<file path="src/rtl/yield_pkg.sv">
package yield_pkg;

    typedef enum logic [2:0] {
        Y_OWN     = 3'd0,
        Y_DRAIN   = 3'd1,
        Y_RELEASE = 3'd2,
        Y_HELD    = 3'd3,
        Y_RECLAIM = 3'd4
    } yield_state_e;

endpackage

</file>
<file path="src/rtl/yield_sync.sv">
module yield_sync #(
    parameter int STAGES = 2
) (
    input  logic clk,
    input  logic rst_n,
    input  logic d_i,
    output logic q_o
);

    logic [STAGES-1:0] chain;

    generate
        if (STAGES == 1) begin : g_single
            always_ff @(posedge clk or negedge rst_n) begin
                if (!rst_n) chain <= '0;
                else        chain <= d_i;
            end
        end else begin : g_multi
            always_ff @(posedge clk or negedge rst_n) begin
                if (!rst_n) chain <= '0;
                else        chain <= {chain[STAGES-2:0], d_i};
            end
        end
    endgenerate

    assign q_o = chain[STAGES-1];

endmodule

</file>
<file path="src/rtl/yield_timer.sv">
module yield_timer #(
    parameter int MIN_LAT = 4
) (
    input  logic clk,
    input  logic rst_n,
    input  logic load_i,
    output logic zero_o
);

    localparam int CW = (MIN_LAT < 2) ? 1 : $clog2(MIN_LAT);
    localparam logic [CW-1:0] RELOAD = CW'(MIN_LAT - 1);

    logic [CW-1:0] cnt;

    always_ff @(posedge clk or negedge rst_n) begin
        if (!rst_n)          cnt <= RELOAD;
        else if (load_i)     cnt <= RELOAD;
        else if (cnt != '0)  cnt <= cnt - 1'b1;
    end

    assign zero_o = (cnt == '0);

    AST_TMR_BOUND: assert property (@(posedge clk) disable iff (!rst_n)
        cnt <= RELOAD);

    AST_TMR_RELOAD: assert property (@(posedge clk) disable iff (!rst_n)
        load_i |=> !zero_o || (RELOAD == '0));

endmodule

</file>
<file path="src/rtl/yield_fsm.sv">
module yield_fsm
    import yield_pkg::*;
(
    input  logic clk,
    input  logic rst_n,
    input  logic hold_sync_i,
    input  logic lat_zero_i,
    input  logic eng_busy_i,
    input  logic eng_last_i,
    output logic timer_load_o,
    output logic drv_en_o,
    output logic hold_ack_o,
    output logic own_o
);

    yield_state_e state, nxt;
    logic         drain_ok;

    assign drain_ok = !eng_busy_i || eng_last_i;

    always_ff @(posedge clk or negedge rst_n) begin
        if (!rst_n) state <= Y_OWN;
        else        state <= nxt;
    end

    always_comb begin
        nxt = state;
        unique case (state)
            Y_OWN:     if (hold_sync_i)                 nxt = Y_DRAIN;
            Y_DRAIN:   if (lat_zero_i && drain_ok)      nxt = Y_RELEASE;
            Y_RELEASE:                                  nxt = Y_HELD;
            Y_HELD:    if (!hold_sync_i && lat_zero_i)  nxt = Y_RECLAIM;
            Y_RECLAIM:                                  nxt = Y_OWN;
            default:                                    nxt = Y_OWN;
        endcase
    end

    always_comb begin
        drv_en_o     = 1'b0;
        hold_ack_o   = 1'b0;
        own_o        = 1'b0;
        timer_load_o = 1'b0;
        unique case (state)
            Y_OWN: begin
                drv_en_o     = 1'b1;
                own_o        = 1'b1;
                timer_load_o = 1'b1;
            end
            Y_DRAIN: begin
                drv_en_o     = 1'b1;
            end
            Y_RELEASE: begin
                timer_load_o = 1'b1;
            end
            Y_HELD: begin
                hold_ack_o   = 1'b1;
                timer_load_o = hold_sync_i;
            end
            Y_RECLAIM: begin
            end
            default: begin
            end
        endcase
    end

    AST_ACK_AFTER_FLOAT: assert property (@(posedge clk) disable iff (!rst_n)
        $fell(drv_en_o) |=> $rose(hold_ack_o));

    AST_DRAIN_DONE: assert property (@(posedge clk) disable iff (!rst_n)
        $fell(drv_en_o) |-> $past(!eng_busy_i || eng_last_i));

    AST_DRIVE_AFTER_ACK: assert property (@(posedge clk) disable iff (!rst_n)
        $fell(hold_ack_o) |=> $rose(drv_en_o));

    AST_NO_OVERLAP: assert property (@(posedge clk) disable iff (!rst_n)
        !(hold_ack_o && drv_en_o));

    AST_HOLD_STICKY: assert property (@(posedge clk) disable iff (!rst_n)
        (hold_ack_o && hold_sync_i) |=> hold_ack_o);

endmodule

</file>
<file path="src/rtl/bus_yield_ctrl.sv">
module bus_yield_ctrl #(
    parameter int MIN_LAT     = 4,
    parameter int SYNC_STAGES = 2
) (
    input  logic clk,
    input  logic rst_n,
    input  logic hold_req_i,
    input  logic eng_busy_i,
    input  logic eng_last_i,
    input  logic loc_req_i,
    output logic hold_ack_o,
    output logic drv_en_o,
    output logic loc_grant_o
);

    localparam int SW = $clog2(MIN_LAT + 1);
    localparam logic [SW-1:0] SAT = SW'(MIN_LAT);

    logic hold_sync;
    logic lat_zero;
    logic timer_load;
    logic own;

    yield_sync #(.STAGES(SYNC_STAGES)) u_sync (
        .clk   (clk),
        .rst_n (rst_n),
        .d_i   (hold_req_i),
        .q_o   (hold_sync)
    );

    yield_timer #(.MIN_LAT(MIN_LAT)) u_timer (
        .clk    (clk),
        .rst_n  (rst_n),
        .load_i (timer_load),
        .zero_o (lat_zero)
    );

    yield_fsm u_fsm (
        .clk          (clk),
        .rst_n        (rst_n),
        .hold_sync_i  (hold_sync),
        .lat_zero_i   (lat_zero),
        .eng_busy_i   (eng_busy_i),
        .eng_last_i   (eng_last_i),
        .timer_load_o (timer_load),
        .drv_en_o     (drv_en_o),
        .hold_ack_o   (hold_ack_o),
        .own_o        (own)
    );

    assign loc_grant_o = loc_req_i && own;

    // Edge-age trackers for the latency checks
    logic          sync_d;
    logic [SW-1:0] since_rise;
    logic [SW-1:0] since_fall;

    always_ff @(posedge clk or negedge rst_n) begin
        if (!rst_n) begin
            sync_d     <= 1'b0;
            since_rise <= SAT;
            since_fall <= SAT;
        end else begin
            sync_d <= hold_sync;
            if (hold_sync && !sync_d)    since_rise <= SW'(1);
            else if (since_rise != SAT)  since_rise <= since_rise + 1'b1;
            if (!hold_sync && sync_d)    since_fall <= SW'(1);
            else if (since_fall != SAT)  since_fall <= since_fall + 1'b1;
        end
    end

    AST_MIN_RELEASE: assert property (@(posedge clk) disable iff (!rst_n)
        $fell(drv_en_o) |-> since_rise == SAT);

    AST_MIN_RECLAIM: assert property (@(posedge clk) disable iff (!rst_n)
        $fell(hold_ack_o) |-> since_fall == SAT);

    AST_GRANT_BLOCKED: assert property (@(posedge clk) disable iff (!rst_n)
        (hold_ack_o || !drv_en_o) |-> !loc_grant_o);

    AST_RESET_DRIVE: assert property (@(posedge clk)
        !rst_n |-> (drv_en_o && !hold_ack_o));

endmodule

</file>
<file path="config.mk">
export PLATFORM = sky130hd
export DESIGN_NAME = bus_yield_ctrl
export DESIGN_NICKNAME = d
export VERILOG_FILES = /design/src/rtl/yield_pkg.sv /design/src/rtl/yield_sync.sv /design/src/rtl/yield_timer.sv /design/src/rtl/yield_fsm.sv /design/src/rtl/bus_yield_ctrl.sv
export SDC_FILE = /design/constraint.sdc
export NUM_CORES = 1
export LEC_CHECK = 0
export BUFFER_PORTS_ARGS = -buffer_cell sky130_fd_sc_hd__buf_4
export CORE_AREA = 2 2 39 41
export CTS_CLUSTER_DIAMETER = 60
export DETAILED_ROUTE_END_ITERATION = 12
export DIE_AREA = 0 0 41 43
export PLACE_DENSITY = 0.39
export SYNTH_ARGS = -nofsm -noshare
export SYNTH_HDL_FRONTEND = slang
export SYNTH_SLANG_ARGS = --single-unit
export TNS_END_PERCENT = 1
</file>
<file path="constraint.sdc">
create_clock -name clk -period 2.9 [get_ports clk]
set_input_delay 0.145 -clock clk [delete_from_list [all_inputs] [get_ports clk]]
set_output_delay 0.145 -clock clk [all_outputs]
set_load 0.05 [all_outputs]
</file>
==> reports/results.tsv, run 1 <==
metric	value	unit
result of the run	completed	
kind of start point of the critical path	register	
sequential area share after synthesis	56.35	%
Clock H-tree levels	1	
CTS clock-pin slew for the worst setup and hold paths	0.05	ns
Mapped Nets	36	
number of antenna violations at the first check in global routing	0	
via count	248	
post-place setup slack	1.593	ns
cell taking the most area after synthesis	sky130_fd_sc_hd__dfrtp_1	
number of maximum-capacitance violations	0	
synthesized cell area	315.3	sq um
asr flop ratio synth	100.0	%
number of nets with antenna violations after detailed routing	0	
Placeable Area	1384	sq um
synthesized netlist cell count	29	
unrepaired setup endpoints after global routing	false	
Max rail drop VDD	0.2765	mV
final wirelength	558	microns
TritonCTS clock tree	built	
Clock Path Buffers	2	
post-synthesis register bit count	7	
WL per Instance	9.458	microns
global route total overflow	0	
headroom to the max-slew limit	81.11	%
final cell count without fillers	59	
leakage	0.2151	nW
total CTS buffers	3	
Area contributors post-synth	sky130_fd_sc_hd__dfrtp_1 40%, sky130_fd_sc_hd__dfstp_2 17%, sky130_fd_sc_hd__nand3b_1 4.8%, sky130_fd_sc_hd__ha_1 4.0%, sky130_fd_sc_hd__inv_1 3.6%	
count of flip-flops with a built-in enable after synthesis	0	
count of pins on the block boundary	9	
number of nets at the end of the flow	51	
critical path class	reg2out	
vias per cell	4.203	
setup violators final	0	
initial core utilization	22.78	%
class of the tightest hold or removal check	in2reg	
fill cell total of the finished layout	144	
Reg-to-Reg Start	u_timer.cnt[0]	
top_reg_cell synth	sky130_fd_sc_hd__dfrtp_1	
antenna fix cells	0	
average footprint of a synthesized cell	10.87	sq um
top-count cell post-synth	sky130_fd_sc_hd__dfrtp_1	
start point of the worst hold path	eng_busy_i	
yosys warns	0	
maximum single-stage delay on the critical path	0.43	ns
height of the die	43	microns
hold-fix buffer count after cts	2	
final estimated routing congestion in global placement	0.6404	
required time of the critical path	2.76	ns
clock sinks	7	
first-pass GRT wire length	903	microns
cell-by-cell trace of the critical path	nor4b_1 -> buf_4	
largest net degree at the start of global routing	8	
slowest CP cell	sky130_fd_sc_hd__dfrtp_1	
Gates resized, CTS repair	0	
TritonRoute pass-1 iters	1	
Final Max Slew Viols	0	
DRC marker count from the first detailed-route iteration	0	
Post-CTS Setup Inserts	0	
critical path endpoint category	output port	
PD cells	1006	nW/um^2
upper clock frequency limit	0.7027	GHz
DRC violations left	0	
std cell rows	14	
share of final-layout standard cells stronger than drive strength 1	32.56	%
most instantiated cells after synthesis	5 x sky130_fd_sc_hd__dfrtp_1, 3 x sky130_fd_sc_hd__inv_1, 3 x sky130_fd_sc_hd__nand2_1	
PnR worst setup slack	1.477	ns
P&R area growth vs syn	40.08	%
fraction of synthesized cell area taken by the top area cell type	39.68	%
Critical Path Fanout Max	6	
die footprint	1763	sq um
placed insts	53	
Horiz. Die Dim	41	microns
number of global-route vias before repair	247	
source of the critical timing path	u_fsm.state[1]	
clock root buffer master	sky130_fd_sc_hd__clkbuf_4	
post-route clock period utilization	49.07	%
setup skew after layout	0.0007285	ns
number of distinct library cells after synthesis	17	
global-route usage over all layers	7.708	%
final-report hold violation count	0	
setup TNS	0	ns
insertion delay of the later-clocked pin in the worst-skew pair	0.24	ns
count of buffers inserted at the top-level ports	8	
Worst-Margin Slew	0.2795	ns
shortest period the worst path allows	1.423	ns
data arrival at the endpoint of the critical path	1.28	ns
==> final cells by class <==
cell class                 count  area (sq um)  area share [%]
multi-input combinational     19         126.4           28.61
sequential                     7         177.7           40.23
timing repair buffer          10         80.08           18.13
inverter                       3         11.26           2.550
tap                           16         20.02           4.533
clock buffer                   4         26.28           5.949
==> worst max-delay path: cells and delay by family (launching register included) <==
kind | cells | cell delay, ns
buffers and inverters | 1 | 0.26
and+or+nand+nor | 1 | 0.34
DFF | 1 | 0.43
==> placed cells by master (no fill, tap or decap), drive strengths merged <==
cell type / n
buf: 8
dfrtp: 5
clkbuf: 4
inv: 3
nand2: 3
a21oi: 2
nand3b: 2
o21ai: 2
dlygate4sd3: 2
dfstp: 2
nor2: 2
nor4b: 1
a21bo: 1
nor3b: 1
mux2i: 1
or2: 1
xor2: 1
nand2b: 1
ha: 1
==> cell families (layout without fill, tap and decap cells) <==
| group | after synthesis | count (layout) | synth area share (%) |
|---|---|---|---|
| simple gates | 11 | 11 | 20.64 |
| flops | 7 | 7 | 56.35 |
| compound gates | 5 | 5 | 9.524 |
| buf+inv | 3 | 17 | 3.571 |
| fa+ha+maj | 1 | 1 | 3.968 |
| xor+xnor | 1 | 1 | 2.778 |
| mux | 1 | 1 | 3.175 |
==> metal layers <==
layer / part of all wire (%) / global-route usage, % / vias to the layer above
met5: 0 / 0 / -
met3: 4.8 / 1.571 / 0
met4: 0 / 6.000 / 0
met2: 53 / 11.56 / 6
li1: - / - / 125
met1: 42 / 8.970 / 117
==> registers in the layout (all words and copies together), names as in the netlist <==
name / cells
u_fsm.state: 3
u_sync.chain: 2
u_timer.cnt: 2
==> metrics by stage <==
| stage | utilization [%] | hold WS, ns | power (mW) | area, sq um |
|---|---|---|---|---|
| 2_1_floorplan | - | -0.1506 | 0.3065 | 315.3 |
| 3_3_place_gp | 28.57 | -0.04240 | 0.3596 | 395.4 |
| 3_5_place_dp | 28.57 | -0.03955 | 0.3608 | 395.4 |
| 4_1_cts | 31.92 | 0.2296 | 0.4529 | 441.7 |
| 5_1_grt | 31.92 | 0.2542 | 0.4782 | 441.7 |
| 6_report | 31.92 | 0.2417 | 0.4444 | 441.7 |
==> power breakdown <==
part | leakage, nW | internal, mW | switching, mW | total, mW
logic | 0.119 | 0.0797 | 0.119 | 0.198
registers | 0.0814 | 0.135 | 0.0267 | 0.162
clock network | 0.0150 | 0.0523 | 0.0321 | 0.0843
==> path summary, 6_finish.rpt <==
path,to,depth (start not counted),slack (ns)
max,loc_grant_o,2,1.48
min reg2reg,u_sync.chain[1],0,0.36
max in group asynchronous,u_timer.cnt[0],2,2.45
min in group asynchronous,u_sync.chain[0],2,0.25
max reg2reg,u_fsm.state[1],5,1.58
min,u_fsm.state[0],3,0.24
Power figures use the tool's default switching activity.
==> inputs of run 2 (changes only) <==
Settings changed: PLACE_DENSITY 0.39 to 0.4.
Clock period 2.9 ns to 1.3 ns, I/O delays scaled along.
==> run 2 against run 1 <==
Design area grew 11%. Cell count grew 3.4%. Clock skew grew 0.00067 ns. Setup slack lost 1.4 ns. Utilization grew 3.6 points. Global-route usage grew 0.59 points. Critical path depth is the same. Worst hold slack lost 0.075 ns. Sequential cell count is the same. Clock-buffer cell count is the same. Sequential share of layout area shrank 3.3 points. Largest power group unchanged. Highest routed layer unchanged.
==> reports/results.tsv, run 2 (synthesis gave the netlist of run 1 again) <==
metric	value	unit
result of the run	completed	
leakage	0.2282	nW
TritonRoute pass-1 iters	2	
net switching component of the power	0.4365	mW
endpoint of the worst setup timing path	loc_grant_o	
critical path endpoint category	output port	
DRC marker count from the first detailed-route iteration	1	
PD cells	2190	nW/um^2
share of final-layout standard cells stronger than drive strength 1	46.67	%
data arrival at the endpoint of the critical path	1.18	ns
clock sinks	7	
first-pass GRT wire length	979	microns
fill cell total of the finished layout	154	
maximum single-stage delay on the critical path	0.45	ns
Clock H-tree levels	1	
final cell count without fillers	61	
placed insts	53	
number of antenna violations at the first check in global routing	0	
TritonCTS clock tree	built	
shortest period the worst path allows	1.248	ns
Horiz. Die Dim	41	microns
worst hold slack	0.1669	ns
kind of start point of the critical path	register	
Max rail drop VDD	0.8486	mV
count of buffers inserted at the top-level ports	8	
part of the total power dissipated in the clock network	17.3	%
via count	260	
final estimated routing congestion in global placement	0.6293	
largest net degree at the start of global routing	8	
total CTS buffers	3	
critical path class	reg2out	
antenna fix cells	0	
std cell rows	14	
P&R area growth vs syn	55.95	%
CTS clock-pin slew for the worst setup and hold paths	0.05	ns
source of the critical timing path	u_fsm.state[2]	
Critical Path Fanout Max	6	
area taken by flip-flops and latches	181.4	sq um
global route total overflow	0	
number of global-route vias before repair	259	
clock root buffer master	sky130_fd_sc_hd__clkbuf_4	
final-report hold violation count	0	
cell-by-cell trace of the critical path	nor4b_4 -> buf_6	
most frequent standard cell in the layout excluding fill and tap cells	sky130_fd_sc_hd__buf_4	
slowest CP cell	sky130_fd_sc_hd__dfrtp_2	
DRC violations left	0	
insertion delay of the later-clocked pin in the worst-skew pair	0.24	ns
hpwl dp	446.7	microns
total area of multi-input combinational cells	153.9	sq um
number of nets with antenna violations after detailed routing	0	
upper clock frequency limit	0.8010	GHz
height of the die	43	microns
Clock Path Buffers	2	
headroom to the max-slew limit	85.84	%
number of nets at the end of the flow	53	
post-route clock period utilization	96.04	%
die footprint	1763	sq um
setup violators final	0	
highest-count cells in the layout ignoring fill and taps	9 x sky130_fd_sc_hd__buf_4, 3 x sky130_fd_sc_hd__inv_1, 3 x sky130_fd_sc_hd__nand2_1, 3 x sky130_fd_sc_hd__clkbuf_4, 3 x sky130_fd_sc_hd__dfrtp_2	
WL per Instance	10.31	microns
global-route usage over all layers	8.300	%
largest registers	u_fsm.state (3), u_sync.chain (2), u_timer.cnt (2)	
initial core utilization	22.78	%
Reg2Reg Capture Point	u_fsm.state[1]	
Comb pwr share	46.8	%
Reg-to-Reg Start	u_timer.cnt[0]	
Worst-Margin Slew	0.2115	ns
Final Max Slew Viols	0	
internal reg-to-reg setup slack	0.08	ns
unrepaired setup endpoints after global routing	true	
switching share of power	40.54	%
count of pins on the block boundary	9	
class of the tightest hold or removal check	in2async	
number of maximum-capacitance violations	0	
Placeable Area	1384	sq um
share of power burned in registers	35.9	%
required time of the critical path	1.24	ns
internal cell power	0.6403	mW
max FFs per register	3	
FF-to-FF path depth	5	
setup skew after layout	0.001394	ns
vias per cell	4.262	
register containing the most flip-flops in the final layout	u_fsm.state	
final wirelength	629	microns
Tot Pwr	1.077	mW
-- run 2: per-layer routing --
layer | vias to the layer above | routed length, microns | GRT usage (%)
li1 | 128 | - | -
met1 | 123 | 240 | 8.911
met2 | 9 | 338 | 12.50
met3 | 0 | 50 | 4.712
met4 | 0 | 0 | 4.000
met5 | - | 0 | 0
-- run 2: worst min-delay path by stage --
stage	from	end	slack [ns]
2_1_floorplan	rst_n	u_fsm.state[0]	-0.23
3_3_place_gp	rst_n	u_sync.chain[0]	-0.12
3_5_place_dp	rst_n	u_sync.chain[0]	-0.12
4_1_cts	rst_n	u_sync.chain[0]	0.15
5_1_grt	rst_n	u_sync.chain[0]	0.17
6_report	rst_n	u_sync.chain[0]	0.17
-- run 2: worst max-delay path, delay by kind of cell, from the launching register on --
family,cells,cell delay [ns]
buffers and inverters,1,0.19
DFF,1,0.45
and+or+nand+nor,1,0.30
-- run 2: what timing repair did --
item	4_1_cts	5_1_grt
pin swaps	0	1
buffers inserted	0	2
hold buffers	2	0
endpoints found under the hold margin	8	0
gates resized for setup	2	4
endpoints found under the setup margin	2	2
-- run 2: layout make-up --
type	instances	area share (%)
multi-input cells	19	31.30
flip-flops and latches	7	36.90
well taps	16	4.071
inverters	3	2.290
clock buffers	4	5.344
repair buffers	12	20.10
-- run 2: power groups by stage --
stage	sequential (mW)	clock [mW]	combinational [mW]
after CTS	0.382	0.201	0.471
after floorplan	0.366	0	0.344
after global routing	0.400	0.216	0.556
after detailed placement	0.385	0	0.454
final	0.387	0.187	0.504
after global placement	0.378	0	0.440
-- run 2: metrics by stage --
| stage | utilization, % | TNS [ns] | setup WS [ns] | area, sq um |
|---|---|---|---|---|
| floorplan | - | -0.005417 | -0.005417 | 330.3 |
| global placement | 29.66 | 0 | 0.03550 | 410.4 |
| detailed placement | 29.66 | 0 | 0.008386 | 410.4 |
| CTS | 33.45 | 0 | 0.009744 | 462.9 |
| global route | 35.53 | -0.009164 | -0.009164 | 491.7 |
| finish | 35.53 | 0 | 0.05152 | 491.7 |
==> inputs of run 3 (changes only) <==
--- a/constraint.sdc
+++ b/constraint.sdc
@@ -3,2 +3,2 @@
 set_output_delay 0.065 -clock clk [all_outputs]
-set_load 0.05 [all_outputs]
+set_load 0.1 [all_outputs]
==> run 3 against run 2 <==
The flow now finishes with violations (setup timing). Sequential cell count unchanged. Fmax down 4.7%. Largest power group unchanged. Power rose by 14%. Clock-buffer cell count unchanged. Die area unchanged. Critical path type unchanged. Highest routed layer unchanged. Clock power is 3% higher. Setup slack got worse by 0.061 ns.
==> reports/results.tsv, run 3 (synthesis gave the netlist of run 1 again) <==
metric	value	unit
Final Max Slew Viols	0	
Largest delay share family, worst path	flip-flops	
highest-count cells in the layout ignoring fill and taps	8 x sky130_fd_sc_hd__buf_4, 3 x sky130_fd_sc_hd__inv_1, 3 x sky130_fd_sc_hd__nand2_1, 3 x sky130_fd_sc_hd__clkbuf_4, 3 x sky130_fd_sc_hd__dfrtp_1	
leakage	0.2238	nW
unrepaired setup endpoints after global routing	true	
share of final-layout standard cells stronger than drive strength 1	45.45	%
std cell rows	14	
global route total overflow	0	
class of the tightest hold or removal check	in2reg	
violated checks	setup timing	
CTS clock-pin slew for the worst setup and hold paths	0.05	ns
result of the run	complete, but fails checks	
clock root buffer master	sky130_fd_sc_hd__clkbuf_4	
number of nets at the end of the flow	52	
die footprint	1763	sq um
number of global-route vias before repair	235	
critical path endpoint category	output port	
largest registers	u_fsm.state (3), u_sync.chain (2), u_timer.cnt (2)	
count of buffers inserted at the top-level ports	8	
required time of the critical path	1.24	ns
count of buffering cells on the critical path with inverters included	1	
slowest CP cell	sky130_fd_sc_hd__dfrtp_2	
clock sinks	7	
fill cell total of the finished layout	141	
depth of the critical timing path with buffers and inverters included	2	
source of the critical timing path	u_fsm.state[1]	
post-route clock period utilization	100.8	%
shortest period the worst path allows	1.310	ns
Comb pwr share	53.5	%
Global Route met3 Usage	4.712	%
cell-by-cell trace of the critical path	nor4b_4 -> buf_6	
insertion delay of the later-clocked pin in the worst-skew pair	0.25	ns
area after detailed placement	419.2	sq um
share of power burned in registers	30.9	%
count of pins on the block boundary	9	
kind of start point of the critical path	register	
P&R area growth vs syn	52.38	%
worst hold slack	0.1541	ns
Global Route met2 Usage	12.19	%
DRC violations left	0	
Worst-Margin Slew	0.2987	ns
critical path class	reg2out	
final cell count without fillers	60	
hpwl dp	449.5	microns
final design area excluding fillers	480.5	sq um
switching share of power	47.41	%
first-pass GRT wire length	959	microns
initial core utilization	22.78	%
Clock H-tree levels	1	
headroom to the max-slew limit	80.09	%
net switching component of the power	0.5835	mW
total CTS buffers	3	
upper clock frequency limit	0.7634	GHz
WL per Instance	10.08	microns
Placeable Area	1384	sq um
setup violators final	1	
number of maximum-capacitance violations	0	
endpoint of the worst setup timing path	loc_grant_o	
DRC marker count from the first detailed-route iteration	0	
largest net degree at the start of global routing	8	
Max rail drop VDD	0.8216	mV
internal cell power	0.6474	mW
part of the total power dissipated in the clock network	15.6	%
final wirelength	605	microns
PD cells	2562	nW/um^2
met1 usage	9.302	%
internal reg-to-reg setup slack	0.04	ns
final estimated routing congestion in global placement	0.6315	
max FFs per register	3	
maximum single-stage delay on the critical path	0.46	ns
Clock Path Buffers	2	
PnR worst setup slack	-0.009850	ns
vias per cell	4.100	
register containing the most flip-flops in the final layout	u_fsm.state	
placed insts	53	
antenna fix cells	0	
Reg-to-Reg Start	u_timer.cnt[0]	
number of antenna violations at the first check in global routing	0	
Reg2Reg Capture Point	u_fsm.state[1]	
final-report hold violation count	0	
number of nets with antenna violations after detailed routing	0	
TritonRoute pass-1 iters	1	
global-route usage over all layers	8.621	%
Horiz. Die Dim	41	microns
setup skew after layout	0.003927	ns
most frequent standard cell in the layout excluding fill and tap cells	sky130_fd_sc_hd__buf_4	
Critical Path Fanout Max	6	
via count	246	
TritonCTS clock tree	built	
height of the die	43	microns
data arrival at the endpoint of the critical path	1.24	ns
highest-utilization routing layer at the global route stage	met2	
FF-to-FF path depth	5	
## run 3: tightest hold or removal path: cells and delay by family
kind	cells	cell delay (ns)
buf+inv	1	0.08
compound gates	2	0.22
## run 3: final cells by class
cell class / instances / area [sq um] / share of cell area [%]
Clock buffer: 4 / 26.28 / 5.469
Inverter: 3 / 11.26 / 2.344
Multi-Input combinational cell: 19 / 151.4 / 31.51
Sequential cell: 7 / 180.2 / 37.50
Tap cell: 16 / 20.02 / 4.167
Timing Repair Buffer: 11 / 91.34 / 19.01
## run 3: worst min path at each step
stage / from / end / depth (start not counted) / slack [ns]
2_1_floorplan: rst_n / u_fsm.state[0] / 0 / -0.23
3_3_place_gp: rst_n / u_fsm.state[0] / 1 / -0.12
3_5_place_dp: rst_n / u_fsm.state[0] / 1 / -0.12
4_1_cts: eng_busy_i / u_fsm.state[0] / 3 / 0.15
5_1_grt: eng_busy_i / u_fsm.state[0] / 3 / 0.16
6_report: eng_busy_i / u_fsm.state[0] / 3 / 0.15
## run 3: what timing repair did
action | CTS | global route
hold buffers | 2 | 0
gates resized for setup | 3 | 0
setup buffers | 0 | 1
setup endpoints to repair | 2 | 2
hold endpoints to repair | 8 | 0
## run 3: power by group through the flow
stage	sequential [mW]	clock, mW	combinational [mW]
after floorplan	0.375	0	0.505
after global placement	0.389	0	0.600
after detailed placement	0.392	0	0.618
after CTS	0.391	0.203	0.635
after global routing	0.390	0.217	0.701
final	0.380	0.192	0.659
## run 3: routing by layer
metal  vias up  wire length [microns]
met4         0                      0
met5         -                      0
met1       111                    269
li1        128                      -
met2         7                    291
met3         0                     45
## run 3: per-stage QoR
step	TNS, ns	power, mW	worst slack, ns	util (%)
floorplan	-0.4252	0.8798	-0.3084	-
global placement	0	0.9887	0.02136	30.29
detailed placement	-0.02275	1.010	-0.02275	30.29
CTS	-0.03460	1.229	-0.03460	34.18
global route	-0.09890	1.308	-0.06760	34.72
finish	-0.009850	1.231	-0.009850	34.72
